### config.mk
export PLATFORM = sky130hd
export DESIGN_NAME = xcpt_spr_file
export DESIGN_NICKNAME = d
export VERILOG_FILES = /design/src/rtl/xcpt_spr_file.sv
export SDC_FILE = /design/constraint.sdc
export NUM_CORES = 1
export LEC_CHECK = 0
export ABC_AREA = 1
export BUFFER_PORTS_ARGS = -buffer_cell sky130_fd_sc_hd__buf_2
export CAP_MARGIN = 20
export CORE_AREA = 2 2 233 235
export DETAILED_ROUTE_END_ITERATION = 10
export DIE_AREA = 0 0 235 237
export PLACE_DENSITY = 0.61
export RECOVER_POWER = 100
export SLEW_MARGIN = 20
export SYNTH_ARGS = -nofsm -noshare
export SYNTH_HDL_FRONTEND = slang
export SYNTH_SLANG_ARGS = --single-unit
export TNS_END_PERCENT = 30
### constraint.sdc
create_clock -name clk -period 5.8 [get_ports clk]
set_input_delay 1.16 -clock clk [delete_from_list [all_inputs] [get_ports clk]]
set_output_delay 1.16 -clock clk [all_outputs]
set_load 0.02 [all_outputs]
### src/rtl/xcpt_spr_file.sv
module xcpt_spr_file #(
  parameter int XLEN = 32,
  parameter int IDXW = 5,
  parameter int NREG = 9,
  parameter logic [31:0] HANDLER_PC = 32'h0000_0100,
  parameter int INSN_BYTES = 4
) (
  input  logic            clk,
  input  logic            rst,
  input  logic            step_en,
  input  logic            irq_taken,
  input  logic            irq_repeat,
  input  logic [XLEN-1:0] masked_cause,
  input  logic [XLEN-1:0] xdata_in,
  input  logic            is_rfe,
  input  logic            is_mts,
  input  logic [IDXW-1:0] mts_idx,
  input  logic [XLEN-1:0] mts_data,
  input  logic            is_fcmp,
  input  logic [XLEN-1:0] fcmp_result,
  input  logic            is_fpclass,
  input  logic [XLEN-1:0] fpu_exc,
  input  logic [XLEN-1:0] next_pcp_in,
  input  logic [IDXW-1:0] rd_idx,
  output logic [XLEN-1:0] rd_data,
  output logic [XLEN-1:0] dpc,
  output logic [XLEN-1:0] pcp
);
  localparam int ST = 0, SST = 1, CAU = 2, SPC = 3, SDPC = 4;
  localparam int XD = 5, FLG = 7, FCC = 8;
  localparam logic [IDXW-1:0] LAST_IDX = IDXW'(NREG - 1);
  localparam logic [XLEN-1:0] H0 = XLEN'(HANDLER_PC);
  localparam logic [XLEN-1:0] H1 = XLEN'(HANDLER_PC) + XLEN'(INSN_BYTES);

  logic [XLEN-1:0] sr [NREG];
  logic [XLEN-1:0] nu [NREG];
  logic [XLEN-1:0] nx [NREG];
  logic [XLEN-1:0] dpc_q, pcp_q, nu_dpc;
  logic            rep;

  assign rep    = irq_taken && irq_repeat;
  assign nu_dpc = is_rfe ? sr[SDPC] : pcp_q;
  assign dpc    = dpc_q;
  assign pcp    = pcp_q;

  always_comb begin
    for (int i = 0; i < NREG; i++) nu[i] = sr[i];
    if (is_rfe) nu[ST] = sr[SST];
    else if (is_mts && mts_idx <= LAST_IDX) begin
      for (int i = 0; i < NREG; i++)
        if (mts_idx == IDXW'(i)) nu[i] = mts_data;
    end else if (is_fcmp) nu[FCC] = fcmp_result;

    for (int i = 0; i < NREG; i++) nx[i] = rep ? sr[i] : nu[i];
    if (irq_taken) begin
      nx[ST]   = '0;
      nx[CAU]  = masked_cause;
      nx[XD]   = xdata_in;
      nx[SST]  = rep ? sr[ST] : nu[ST];
      nx[SPC]  = rep ? pcp_q  : next_pcp_in;
      nx[SDPC] = rep ? dpc_q  : nu_dpc;
    end
    if (is_fpclass && !rep) nx[FLG][4:0] = nx[FLG][4:0] | fpu_exc[11:7];
  end

  always_comb begin
    rd_data = '0;
    for (int i = 0; i < NREG; i++)
      if (rd_idx == IDXW'(i)) rd_data = sr[i];
  end

  always_ff @(posedge clk) begin
    if (rst) begin
      for (int i = 0; i < NREG; i++) sr[i] <= '0;
      dpc_q <= H0;
      pcp_q <= H1;
    end else if (step_en) begin
      for (int i = 0; i < NREG; i++) sr[i] <= nx[i];
      dpc_q <= irq_taken ? H0 : nu_dpc;
      pcp_q <= irq_taken ? H1 : next_pcp_in;
    end
  end
endmodule


==> qor.csv <==
metric,value,unit
CTS tree,done,
vias,16310,
Hold WC Path Type,register to register,
CP most frequent cell,nand2_1,
Place WS,1.021,ns
Worst-path clk slew,0.05,ns
largest net degree at the start of global routing,85,
fin nets,2444,
# clock sinks,352,
post-CTS sizing,0,
Synth warnings,0,
Final ANT Viol Nets,0,
met3 WL,5951,µm
"Primary FF master, synth",edfxtp_1,
proportion of layout cells with a drive suffix above 1,15.40,%
critical path's largest stage delay,1.06,ns
Syn Std Cell Area,17940,µm²
total gr overflow,0,
Critical Path Slowest Stage Cell,nor2_2,
Clock Skew,0.01471,ns
Fin Setup TNS,0,ns
fin. max-slew vios,255,
die area,55700,µm²
buffer depth of the longest clock path,3,
GP Congestion,0.8341,
#FFs+latches synth,352,
Ports,307,
I/O Buffers,279,
pwr dens,300.7,nW/µm²
Tot GR Track Use,23.44,%
initial antenna violation count,3,
startpoint types,primary input,
unrepaired setup endpoints after global routing,no,
first-pass GRT wire length,98890,µm
"EDFF count, synth",288,
via/cell ratio,5.506,
post-synthesis sequential area ratio,55.34,%
status,finished with violations,
CTS Buf Count,41,
final worst-path setup slack,0.6423,ns
Mapped Avg Cell Area,8.883,µm²
CP arrival,4.00,ns
final period utilization,88.93,%
row cnt,85,
die height,237,µm
initial DRC count,1762,
postcts setup bufs,0,
peak supply drop,176.8,µV
final hold violation count,0,
Critical Path RT,4.64,ns
Cells after Synth,2020,
Period minus WS final,5.158,ns
Root Buffer,clkbuf_16,
"Distinct cells, synth",38,
synthesized net count,2231,
failing checks,"max-capacitance violations, max-slew violations",
DRC viols,0,
Crit Path Category,primary input to output port,
crit path cell chain,buf_2 > inv_1 > nand2_1 > nor2_2 > buf_4 > nand2_1 > nand3_1 > nor2_1 > nand4_1 > o21ai_0 > nand2_1 > clkbuf_1,
CP endpoint kind,output port,
final setup vio count,0,
top achievable clock speed,193.9,MHz
Starting Density,33.68,%
final design utilization,39.57,%
Hold Buf Count CTS,0,
slew margin rel.,-217.0,%
leakage,0.007972,µW
TritonRoute pass-1 iters,5,
met2 wire length,30670,µm
Post-synth ARST share,0,%
DR WL/cell,22.57,µm
Area Overhead vs Synth,17.52,%
Worst-Margin Slew,4.755,ns
MaxCap Viol Count,7,
met1 wire length,28130,µm
total wire length,66860,µm
DR top layer,met5,
number of global-route vias before repair,16020,
CP Max Fanout,20,
HPWL Detailed,41950,µm
core box area,53280,µm²
H-tree Lvls,2,
worst skew pair latency,0.57,ns
Chip Width,235,µm
## registers in the layout (all words and copies together), names as in the netlist
name / count
dpc: 32
pcp: 32
sr: 288
## cells in the mapped netlist, types with 27 or more instances
| cell type | count | area, µm² |
|---|---|---|
| edfxtp_1 | 288 | 8648 |
| a22o_1 | 31 | 271.5 |
| nand3_1 | 70 | 350.3 |
| o21ai_0 | 69 | 345.3 |
| nor2_2 | 47 | 294.0 |
| nor2_1 | 86 | 322.8 |
| nand4_1 | 67 | 419.2 |
| inv_1 | 153 | 574.3 |
| dfxtp_1 | 64 | 1281 |
| a31oi_1 | 33 | 206.5 |
| clkbuf_1 | 86 | 322.8 |
| nor3_1 | 27 | 135.1 |
| buf_2 | 38 | 190.2 |
| a22oi_1 | 64 | 480.5 |
| a21oi_1 | 264 | 1321 |
| nand2_1 | 535 | 2008 |
## routing by layer
metal,up-vias,track usage [%]
li1,7465,-
met1,7832,32.12
met2,877,37.25
met3,133,3.917
met4,6,8.765
met5,-,0
## final cells by class
cell class              instances  area [µm²]
diodes                          1       2.502
flip-flops and latches        352        9930
multi-input cells            1363        6807
well taps                     696       870.8
fillers                      5349       32200
clock buffers                  62        1227
repair buffers                312        1501
clock inverters                14       126.4
inverters                     163       621.8
## kinds of logic after synthesis
| group | synth area share, % |
|---|---|
| flip-flops | 55.34 |
| AND/OR/NAND/NOR | 21.27 |
| AO/OA/AOI/OAI | 16.24 |
| buffers and inverters | 7.147 |
## final timing paths
check | endpoint | slack (ns) | depth (start not counted) | start
worst max register to register | sr[0][137] | 4.47 | 4 | sr[0][137]
worst max-delay path | rd_data[10] | 0.64 | 12 | rd_idx[3]
worst min register to register | pcp[8] | 0.50 | 2 | pcp[8]
worst min-delay path | pcp[8] | 0.50 | 2 | pcp[8]
## stage by stage
| stage | power, µW | hold WS [ns] | std cells | instance area [µm²] |
|---|---|---|---|---|
| floorplan | 3438 | 0.5499 | 2020 | 17940 |
| global placement | 3746 | 0.4695 | 2886 | 20000 |
| detailed placement | 3762 | 0.4839 | 2886 | 20000 |
| CTS | 6378 | 0.4935 | 2962 | 21350 |
| global route | 6537 | 0.5290 | 2962 | 21080 |
| finish | 6340 | 0.4966 | 2963 | 21090 |
## worst max-delay path: cells and delay by family
family	cells	cell delay (ns)
AO/OA/AOI/OAI	1	0.09
buffers and inverters	4	0.93
AND/OR/NAND/NOR	7	1.79
## where the power goes
part	leakage (µW)	switching [µW]	internal (µW)
registers	0.00338	73.2	2950
logic	0.00392	510	170
clock network	0.000672	1080	1550
total	0.00797	1670	4670
## cell usage in the layout, fill, tap and decap left out, types with 8 or more instances in the layout
cell type and count:
clkbuf_16 43, or2_0 23, a22o_1 31, nor2_2 17, a31o_2 16, nor2_4 13, edfxtp_1 288, nor3_1 27
nor2_1 104, nand2_1 535, buf_4 24, dfxtp_1 64, clkbuf_8 8, o21ai_0 70, clkinv_2 11, nand4_1 67
a31o_1 10, nand3_1 70, a22oi_1 64, clkbuf_1 107, a31oi_1 32, a21oi_1 260, buf_2 187, inv_1 155
Note: power is estimated with default switching activity, not from simulation.
